`src/rtl/mbist_pkg.sv`:
```
package mbist_pkg;

  typedef enum logic [2:0] {
    S_IDLE  = 3'd0,
    S_WRITE = 3'd1,
    S_READ  = 3'd2,
    S_CMP   = 3'd3,
    S_WB    = 3'd4
  } seq_state_e;

  typedef enum logic [1:0] {
    EL_INIT   = 2'd0,
    EL_UP     = 2'd1,
    EL_DOWN   = 2'd2,
    EL_VERIFY = 2'd3
  } elem_e;

  function automatic logic elem_descending(elem_e e);
    return (e == EL_DOWN);
  endfunction

  function automatic logic elem_has_write(elem_e e);
    return (e != EL_VERIFY);
  endfunction

  function automatic logic elem_read_exp(elem_e e);
    logic v;
    case (e)
      EL_DOWN: v = 1'b1;
      default: v = 1'b0;
    endcase
    return v;
  endfunction

  function automatic logic elem_write_val(elem_e e);
    logic v;
    case (e)
      EL_UP:   v = 1'b1;
      default: v = 1'b0;
    endcase
    return v;
  endfunction

endpackage

```
`src/rtl/mbist_addr_gen.sv`:
```
module mbist_addr_gen #(
  parameter int ADDR_W = 6
) (
  input  logic              clk,
  input  logic              rst,
  input  logic              load,
  input  logic              load_down,
  input  logic              step,
  output logic [ADDR_W-1:0] addr,
  output logic              last
);
  localparam logic [ADDR_W-1:0] ADDR_MAX = {ADDR_W{1'b1}};

  logic down_q;

  always_ff @(posedge clk) begin
    if (rst) begin
      addr   <= '0;
      down_q <= 1'b0;
    end else if (load) begin
      down_q <= load_down;
      addr   <= load_down ? ADDR_MAX : '0;
    end else if (step && !last) begin
      addr <= down_q ? addr - 1'b1 : addr + 1'b1;
    end
  end

  assign last = down_q ? (addr == '0) : (addr == ADDR_MAX);

  AST_NO_WRAP: assert property (@(posedge clk) disable iff (rst)
    !(step && last)) else $error("step past sweep end");

  AST_STEP_DIR: assert property (@(posedge clk) disable iff (rst)
    (step && !load && !last) |=>
      (addr == ($past(down_q) ? $past(addr) - 1'b1 : $past(addr) + 1'b1)))
    else $error("address step wrong");

endmodule

```
`src/rtl/mbist_seq.sv`:
```
module mbist_seq
  import mbist_pkg::*;
(
  input  logic  clk,
  input  logic  rst,
  input  logic  start,
  input  logic  addr_last,
  output logic  load,
  output logic  load_down,
  output logic  step,
  output logic  busy,
  output logic  mem_we,
  output logic  mem_re,
  output logic  write_bit,
  output logic  check,
  output logic  exp_bit,
  output elem_e elem,
  output logic  done
);
  seq_state_e state_q, state_d;
  elem_e      elem_q, elem_d;
  logic       done_d;

  always_ff @(posedge clk) begin
    if (rst) begin
      state_q <= S_IDLE;
      elem_q  <= EL_INIT;
      done    <= 1'b0;
    end else begin
      state_q <= state_d;
      elem_q  <= elem_d;
      done    <= done_d;
    end
  end

  always_comb begin
    state_d   = state_q;
    elem_d    = elem_q;
    load      = 1'b0;
    load_down = 1'b0;
    step      = 1'b0;
    done_d    = 1'b0;
    case (state_q)
      S_IDLE: begin
        if (start) begin
          state_d   = S_WRITE;
          elem_d    = EL_INIT;
          load      = 1'b1;
          load_down = elem_descending(EL_INIT);
        end
      end
      S_WRITE: begin
        if (addr_last) begin
          state_d   = S_READ;
          elem_d    = EL_UP;
          load      = 1'b1;
          load_down = elem_descending(EL_UP);
        end else begin
          step = 1'b1;
        end
      end
      S_READ: state_d = S_CMP;
      S_CMP: begin
        if (elem_has_write(elem_q)) begin
          state_d = S_WB;
        end else if (addr_last) begin
          state_d = S_IDLE;
          done_d  = 1'b1;
        end else begin
          state_d = S_READ;
          step    = 1'b1;
        end
      end
      S_WB: begin
        state_d = S_READ;
        if (addr_last) begin
          elem_d    = elem_e'(elem_q + 2'd1);
          load      = 1'b1;
          load_down = elem_descending(elem_e'(elem_q + 2'd1));
        end else begin
          step = 1'b1;
        end
      end
      default: state_d = S_IDLE;
    endcase
  end

  assign busy      = (state_q != S_IDLE);
  assign mem_we    = (state_q == S_WRITE) || (state_q == S_WB);
  assign mem_re    = (state_q == S_READ);
  assign check     = (state_q == S_CMP);
  assign write_bit = elem_write_val(elem_q);
  assign exp_bit   = elem_read_exp(elem_q);
  assign elem      = elem_q;

  AST_IDLE_QUIET: assert property (@(posedge clk) disable iff (rst)
    (state_q == S_IDLE) |-> (!mem_we && !mem_re)) else $error("access while idle");

  AST_READ_THEN_CMP: assert property (@(posedge clk) disable iff (rst)
    (state_q == S_READ) |=> (state_q == S_CMP)) else $error("compare not after read");

  AST_BUSY_START_IGN: assert property (@(posedge clk) disable iff (rst)
    (busy && start && state_q == S_WRITE && !addr_last) |=> (state_q == S_WRITE && elem_q == EL_INIT))
    else $error("start disturbed run");

endmodule

```
`src/rtl/mbist_cmp.sv`:
```
module mbist_cmp #(
  parameter int ADDR_W = 6,
  parameter int DATA_W = 8
) (
  input  logic              clk,
  input  logic              rst,
  input  logic              clear,
  input  logic              check,
  input  logic              exp_bit,
  input  logic [DATA_W-1:0] rdata,
  input  logic [ADDR_W-1:0] addr,
  input  logic [1:0]        elem,
  output logic              fail,
  output logic [ADDR_W-1:0] fail_addr,
  output logic [1:0]        fail_elem,
  output logic              fail_exp
);
  logic mismatch;

  assign mismatch = check && (rdata != {DATA_W{exp_bit}});

  always_ff @(posedge clk) begin
    if (rst || clear) begin
      fail      <= 1'b0;
      fail_addr <= '0;
      fail_elem <= '0;
      fail_exp  <= 1'b0;
    end else if (mismatch && !fail) begin
      fail      <= 1'b1;
      fail_addr <= addr;
      fail_elem <= elem;
      fail_exp  <= exp_bit;
    end
  end

  AST_FAIL_STICKY: assert property (@(posedge clk) disable iff (rst)
    (fail && !clear) |=> (fail && $stable(fail_addr) && $stable(fail_elem) && $stable(fail_exp)))
    else $error("first failure overwritten");

  AST_FAIL_CLEAR: assert property (@(posedge clk) disable iff (rst)
    clear |=> !fail) else $error("fail not cleared by start");

endmodule

```
`src/rtl/mbist_march.sv`:
```
module mbist_march
  import mbist_pkg::*;
#(
  parameter int ADDR_W = 6,
  parameter int DATA_W = 8
) (
  input  logic              clk,
  input  logic              rst,
  input  logic              start,
  output logic              done,
  output logic              fail,
  output logic [ADDR_W-1:0] fail_addr,
  output logic [1:0]        fail_elem,
  output logic              fail_exp,
  output logic [ADDR_W-1:0] mem_addr,
  output logic              mem_we,
  output logic              mem_re,
  output logic [DATA_W-1:0] mem_wdata,
  input  logic [DATA_W-1:0] mem_rdata
);
  logic  load, load_down, step, busy, addr_last;
  logic  write_bit, check, exp_bit;
  elem_e elem;
  logic [ADDR_W-1:0] addr;

  mbist_addr_gen #(.ADDR_W(ADDR_W)) u_addr (
    .clk(clk), .rst(rst), .load(load), .load_down(load_down),
    .step(step), .addr(addr), .last(addr_last)
  );

  mbist_seq u_seq (
    .clk(clk), .rst(rst), .start(start), .addr_last(addr_last),
    .load(load), .load_down(load_down), .step(step), .busy(busy),
    .mem_we(mem_we), .mem_re(mem_re), .write_bit(write_bit),
    .check(check), .exp_bit(exp_bit), .elem(elem), .done(done)
  );

  mbist_cmp #(.ADDR_W(ADDR_W), .DATA_W(DATA_W)) u_cmp (
    .clk(clk), .rst(rst), .clear(start && !busy), .check(check),
    .exp_bit(exp_bit), .rdata(mem_rdata), .addr(addr), .elem(elem),
    .fail(fail), .fail_addr(fail_addr), .fail_elem(fail_elem), .fail_exp(fail_exp)
  );

  assign mem_addr  = addr;
  assign mem_wdata = {DATA_W{write_bit}};

  AST_RW_EXCL: assert property (@(posedge clk) disable iff (rst)
    !(mem_we && mem_re)) else $error("read and write together");

  AST_WB_WAITS: assert property (@(posedge clk) disable iff (rst)
    mem_re |=> (!mem_we && !mem_re)) else $error("access in compare cycle");

  AST_DONE_PULSE: assert property (@(posedge clk) disable iff (rst)
    done |=> !done) else $error("done longer than one cycle");

endmodule

```
`config.mk`:
```
export PLATFORM = sky130hd
export DESIGN_NAME = mbist_march
export DESIGN_NICKNAME = d
export VERILOG_FILES = /design/src/rtl/mbist_pkg.sv /design/src/rtl/mbist_addr_gen.sv /design/src/rtl/mbist_seq.sv /design/src/rtl/mbist_cmp.sv /design/src/rtl/mbist_march.sv
export SDC_FILE = /design/constraint.sdc
export NUM_CORES = 1
export LEC_CHECK = 0
export ABC_CLOCK_PERIOD_IN_PS = 2700
export BUFFER_PORTS_ARGS = -buffer_cell sky130_fd_sc_hd__buf_2
export CAP_MARGIN = 20
export CORE_ASPECT_RATIO = 1.25
export CORE_MARGIN = 2
export CORE_UTILIZATION = 50
export DETAILED_ROUTE_END_ITERATION = 16
export MAX_ROUTING_LAYER = met4
export PLACE_DENSITY_LB_ADDON = 0.2
export SYNTH_ARGS = -nofsm -noshare
export SYNTH_HDL_FRONTEND = slang
export SYNTH_SLANG_ARGS = --single-unit
```
`constraint.sdc`:
```
create_clock -name clk -period 2.7 [get_ports clk]
set_input_delay 0 -clock clk [delete_from_list [all_inputs] [get_ports clk]]
set_output_delay 0 -clock clk [all_outputs]
set_load 0.02 [all_outputs]
```
; ---- After elaboration in Yosys (flattened, before gate mapping)
; Index checks and enable logic that the tools add are counted.
[totals]
regBits = 23
latchBits = 0
ram_bits = 0
mem_bits_ro = 0
out_inout_bits = 27
wordCells = 68
mem_count = 0
[classes]
add_sub_neg = 3
n_mul = 0
div = 0
order_cmp = 0
eq_ne = 13
n_shift = 0
mux = 24
bitwise_logic = 1
n_reduce_logical = 18
[ops]
columns = op, n
row1 = 2-to-1 mux 6 bit, 4
row2 = one-hot mux 3 bit (5 select lines), 1
row3 = 2-to-1 mux 1 bit, 9
row4 = 2-to-1 mux 3 bit, 3
row5 = 2-to-1 mux 2 bit, 4
row6 = inequality test 2 bit (second input constant), 4
row7 = inequality test 8 bit, 1
row8 = adder 6 x 1 -> 6 bit (second input constant), 1
row9 = == test 3 x 2 -> 1 bit (second input constant), 2
row10 = == test 6 bit (second input constant), 1
row11 = zero test 6 bit, 1
row12 = one-hot mux 2 bit (3 select lines), 1
row13 = nonzero test 3 bit, 2
row14 = subtractor 6 x 1 -> 6 bit (second input constant), 1
row15 = == test 2 bit (second input constant), 2
row16 = logical AND 1 bit, 4
row17 = one-hot mux 1 bit (2 select lines), 2
row18 = AND reduction 4 bit, 1
row19 = == test 3 x 1 -> 1 bit (second input constant), 1
row20 = == test 3 bit (second input constant), 1
row21 = zero test 1 bit, 3
row22 = zero test 3 bit, 1
row23 = OR reduction 3 bit, 1
row24 = adder 2 x 1 -> 2 bit (second input constant), 1
row25 = other kinds (6), 7

; ---- Longest topological paths before layout
[depth]
ltp_word = 8
ltp_mapped = 9
ltp_nobuf = 8

; ---- Hierarchy
; A second synthesis with hierarchy kept.
[hier_totals]
hier_cells = 177
area_unflattened_um2 = 1478.9
[modules_own_cells]
columns = module, instances, cells_each, area_per_inst_um2
row1 = mbist_addr_gen, 1, 65, 535.5
row2 = mbist_cmp, 1, 53, 466.7
row3 = mbist_seq, 1, 50, 402.9
row4 = mbist_march, 1, 9, 73.8

; ---- Worst setup path before layout
; OpenSTA, ideal clock, no wires.
[synth_path]
path_kind = register to register
from = reg u_addr.addr[0]
to = reg u_seq.state_q[1]
setup_ns = 0.064
arrival_ns = 1.923
required_time_ns = 2.636
setup_slack_ns = 0.713
path_stages_with_launch = 7
path_buffers = 0
path_cell_list = dfxtp_1 or4b_1 nor4_2 or2_4 mux2_2 o22a_1 nor2_1
[synth_via]
elab_chain_len = 5
[synth_rtl]
columns = item, line_no
row1 = "start, declared", mbist_addr_gen.sv:9  ; output logic [ADDR_W-1:0] addr,
row2 = "start signal, assigned", mbist_addr_gen.sv:22  ; addr <= load_down ? ADDR_MAX : '0;
row3 = "start signal, assigned", mbist_addr_gen.sv:24  ; addr <= down_q ? addr - 1'b1 : addr + 1'b1;
row4 = == test 6 bit or zero test 6 bit (tied branches), mbist_addr_gen.sv:28  ; assign last = down_q ? (addr == '0) : (addr == ADDR_MAX);
row5 = 2-to-1 mux 1 bit (*), mbist_addr_gen.sv:28
row6 = 2-to-1 mux 2 bit, mbist_seq.sv:66  ; end else if (addr_last) begin
row7 = 2-to-1 mux 3 bit, mbist_seq.sv:64  ; if (elem_has_write(elem_q)) begin
row8 = one-hot mux 3 bit (5 select lines), mbist_seq.sv:43  ; case (state_q)
row9 = "end signal, assigned", mbist_seq.sv:30  ; state_q <= state_d;
row10 = "end, declared", mbist_seq.sv:20  ; seq_state_e state_q, state_d;
; Mark *: on every way between the ends. The rest lies on a longest branch, timed or not.
; A chain may end at the register's enable or synchronous reset.

; ---- Worst setup path after layout
[layout_path]
from = reg u_addr.down_q
to = reg u_seq.state_q[1]
[layout_via]
elab_chain_len = 4
[layout_rtl]
columns = item, line_no
row1 = "start, declared", mbist_addr_gen.sv:14  ; logic down_q;
row2 = "start signal, assigned", mbist_addr_gen.sv:21  ; down_q <= load_down;
row3 = 2-to-1 mux 1 bit (*), mbist_addr_gen.sv:28
row4 = 2-to-1 mux 2 bit, mbist_seq.sv:66
row5 = 2-to-1 mux 3 bit, mbist_seq.sv:64
row6 = one-hot mux 3 bit (5 select lines), mbist_seq.sv:43
; Marks and branches as above.

==> results.md <==
* Nets at between 200 and 250
* Layout cells sized above 1 at 0.2935
* R2R setup slack at 600 ps
* Final Skew at 2.378 ps
* Hold Vio Cnt, Final at 0
* Largest fanout on the critical path at 8
* Placer Congestion at slightly below 0.9
* Vias at 1185
* Most frequent cells in the layout: buf_2 (37), nor2_1 (28), dfxtp_1 (23)
* Die outline height at around 62 um
* Setup TNS at 0 ps
* Peak supply drop at between 0.3 and 0.4 mV
* Setup crit end kind: flip-flop
* Drt total wl at between 2 and 3 mm
* Number of setup violations in the final report at 0
* Hold_ws at 8.104 ps
* Post_cts resized at 0
* Worst hold path depth at 3
* Tot GR Track Use at 0.1934
* Pleak at 0.7284 nW
* CTS Buf Count at 3
* CTS tree: done
* Relative slew slack at 0.6497
* Top Ports at 38
* Slew Limit Fails at 0
* Power Dens Cells at between 300 and 400 nW/um^2
* Clock edge transition at the registers on the reported setup and hold paths at 140 ps
* Max clock buf depth at 2
* Status: complete, no violations
* Maximum operating frequency at between 400 and 500 MHz
* First-pass GRT wire length at approximately 4.7 mm
* Hold path startpoint: start
* HP Class: in -> reg
* Row cnt at 21
* Yosys cell types at 43
* Synth Net Count at between 150 and 200
* Synth warn at 0
* Fin crit share at 0.7759
* Final Cell Area at 1555 um^2
* # clock sinks at 23
* Post-route ant nets at 0
* Initial antenna violation count at 0
* Reg2reg end: u_seq.state_q[1]$_SDFFE_PP0P_
* Clock Latency Late Sink at 320 ps
* Die width at 50.78 um
* Core Region at roughly 2700 um^2
* Async S/R FF share, synth at 0
* Worst r2r src: u_addr.down_q$_SDFFE_PP0P_
* Wirelength per Cell at between 10 and 15 um
* # fillers at about 250
* 1st-pass router iterations at 4
* DR vias/cell at ~5.4
* Post-CTS Setup Inserts at 0
* Number of flops mapped to enable cells by yosys at 0
* Nature of the critical path startpoint: flip-flop
* Worst EP required at between 2000 and 3000 ps
* Largest net degree at the start of global routing at 16
* Htree depth at 1
* Cell Area, Placed at 1515 um^2
* Critical path arrival at 2360 ps
* Die ar. at about 3200 um^2
* Mapped Cells at ~160
* Worst slew pin tran at ~520 ps
* Average size of a mapped cell at about 9 um^2
* Starting DRT DRC Count at 15
* Max cap viols at 0
* Post-DP HPWL at ~2.1 mm
* Flops & latches, synth at 23
* Synth Flop Type: dfxtp_1
* Starting Density at 0.5153
* # DRC at 0
* Clock period minus worst slack at 2095 ps
* Hold buffer count at CTS at 1
* Clk root buf: clkbuf_4
* Cell Area, Synth at between 1000 and 1500 um^2
* Cells on worst reg2reg path at 6
* Area Overhead vs Synth at 13.72%
* Post-synthesis sequential area ratio at 0.3367
* RSZ-0062 raised after global routing: no
* Diode count at 0
* Vias in the first global route at around 1100
* Hold endpoint: u_seq.state_q[0]$_SDFFE_PP0P_
* Crit Path Class: reg -> reg
* Commonest non-fill, non-tap cell in the layout: buf_2
* GR Overflow Total at 0
* IO buf count at 37
registers in the layout (all words and copies together), names as in the netlist:
| register | cells |
|---|---|
| u_addr.addr | 6 |
| u_addr.down_q | 1 |
| u_cmp.fail | 1 |
| u_cmp.fail_addr | 6 |
| u_cmp.fail_elem | 2 |
| u_cmp.fail_exp | 1 |
| u_seq.done | 1 |
| u_seq.elem | 2 |
| u_seq.state_q | 3 |
worst max path at each step:
stage	end	startpoint	slack [ps]
global route	u_seq.state_q[1]$_SDFFE_PP0P_	u_addr.down_q$_SDFFE_PP0P_	450
global placement	u_seq.state_q[1]$_SDFFE_PP0P_	u_addr.down_q$_SDFFE_PP0P_	700
detailed placement	u_seq.state_q[1]$_SDFFE_PP0P_	u_addr.down_q$_SDFFE_PP0P_	640
CTS	u_seq.state_q[1]$_SDFFE_PP0P_	u_addr.down_q$_SDFFE_PP0P_	610
finish	u_seq.state_q[1]$_SDFFE_PP0P_	u_addr.down_q$_SDFFE_PP0P_	600
floorplan	u_seq.state_q[1]$_SDFFE_PP0P_	u_addr.addr[0]$_SDFFE_PP0P_	710
cell type report:
type / count / area (um^2) / area share
Timing Repair Buffer: 39 / 202.7 / 0.1303
Multi-Input combinational cell: 111 / 793.3 / 0.5101
Tap cell: 34 / 42.54 / 0.02735
Clock inverter: 1 / 7.507 / 0.004827
Sequential cell: 23 / 460.4 / 0.2961
Inverter: 7 / 26.28 / 0.01689
Clock buffer: 3 / 22.52 / 0.01448
metrics by stage:
stage	power (mW)	setup WS, ps	instances	util
2_1_floorplan	0.4198	712.7	155	-
3_3_place_gp	0.4358	697.9	213	0.5710
3_5_place_dp	0.4378	642.6	213	0.5710
4_1_cts	0.6076	606.0	218	0.5860
5_1_grt	0.6282	454.7	218	0.5860
6_report	0.6033	604.9	218	0.5860
synth_stat cells (3+ instances only):
| cell | number | share of area |
|---|---|---|
| nor2_1 | 28 | 0.077 |
| dfxtp_1 | 23 | 0.34 |
| mux2i_1 | 11 | 0.081 |
| buf_4 | 8 | 0.044 |
| ha_1 | 8 | 0.073 |
| inv_1 | 7 | 0.019 |
| a21oi_1 | 6 | 0.022 |
| a211o_1 | 5 | 0.032 |
| nor4_1 | 5 | 0.023 |
| clkbuf_1 | 4 | 0.011 |
| nand2_1 | 4 | 0.011 |
| nand2b_1 | 4 | 0.018 |
| nor3_1 | 4 | 0.015 |
| nand3_1 | 3 | 0.011 |
| o21a_1 | 3 | 0.016 |
| xnor2_1 | 3 | 0.019 |
| xor2_1 | 3 | 0.019 |
power breakdown:
group          total [mW]  internal [mW]  switching, mW
clock network       0.172         0.0565          0.115
logic              0.0767         0.0307         0.0460
registers           0.355          0.345         0.0102
total               0.603          0.432          0.171
metal layers:
layer	vias up	part of all wire	track usage
met5	-	0	-
li1	592	-	-
met4	0	0.020	0.07432
met3	6	0.039	0.03110
met1	559	0.43	0.2139
met2	28	0.51	0.3405
cell families (layout without fill, tap and decap cells):
| logic type | count (synthesis) | count (layout) | synth area share |
|---|---|---|---|
| xor gates and xnor gates | 6 | 6 | 0.03843 |
| and+or+nand+nor | 61 | 61 | 0.2361 |
| AOI/OAI and AO/OA | 23 | 23 | 0.1244 |
| muxes | 12 | 12 | 0.08875 |
| DFF | 23 | 23 | 0.3367 |
| adders and majority gates | 9 | 9 | 0.08784 |
| buffers and inverters | 21 | 50 | 0.08783 |
worst max-delay path: stages, from the launching register on:
cell and delay, ps:
dfxtp_1 510, or4b_1 480, nor4_2 250, or2_4 220
mux2_2 330, o22a_1 190, nor2_1 70
No activity file was read; power rests on OpenSTA's default activity.
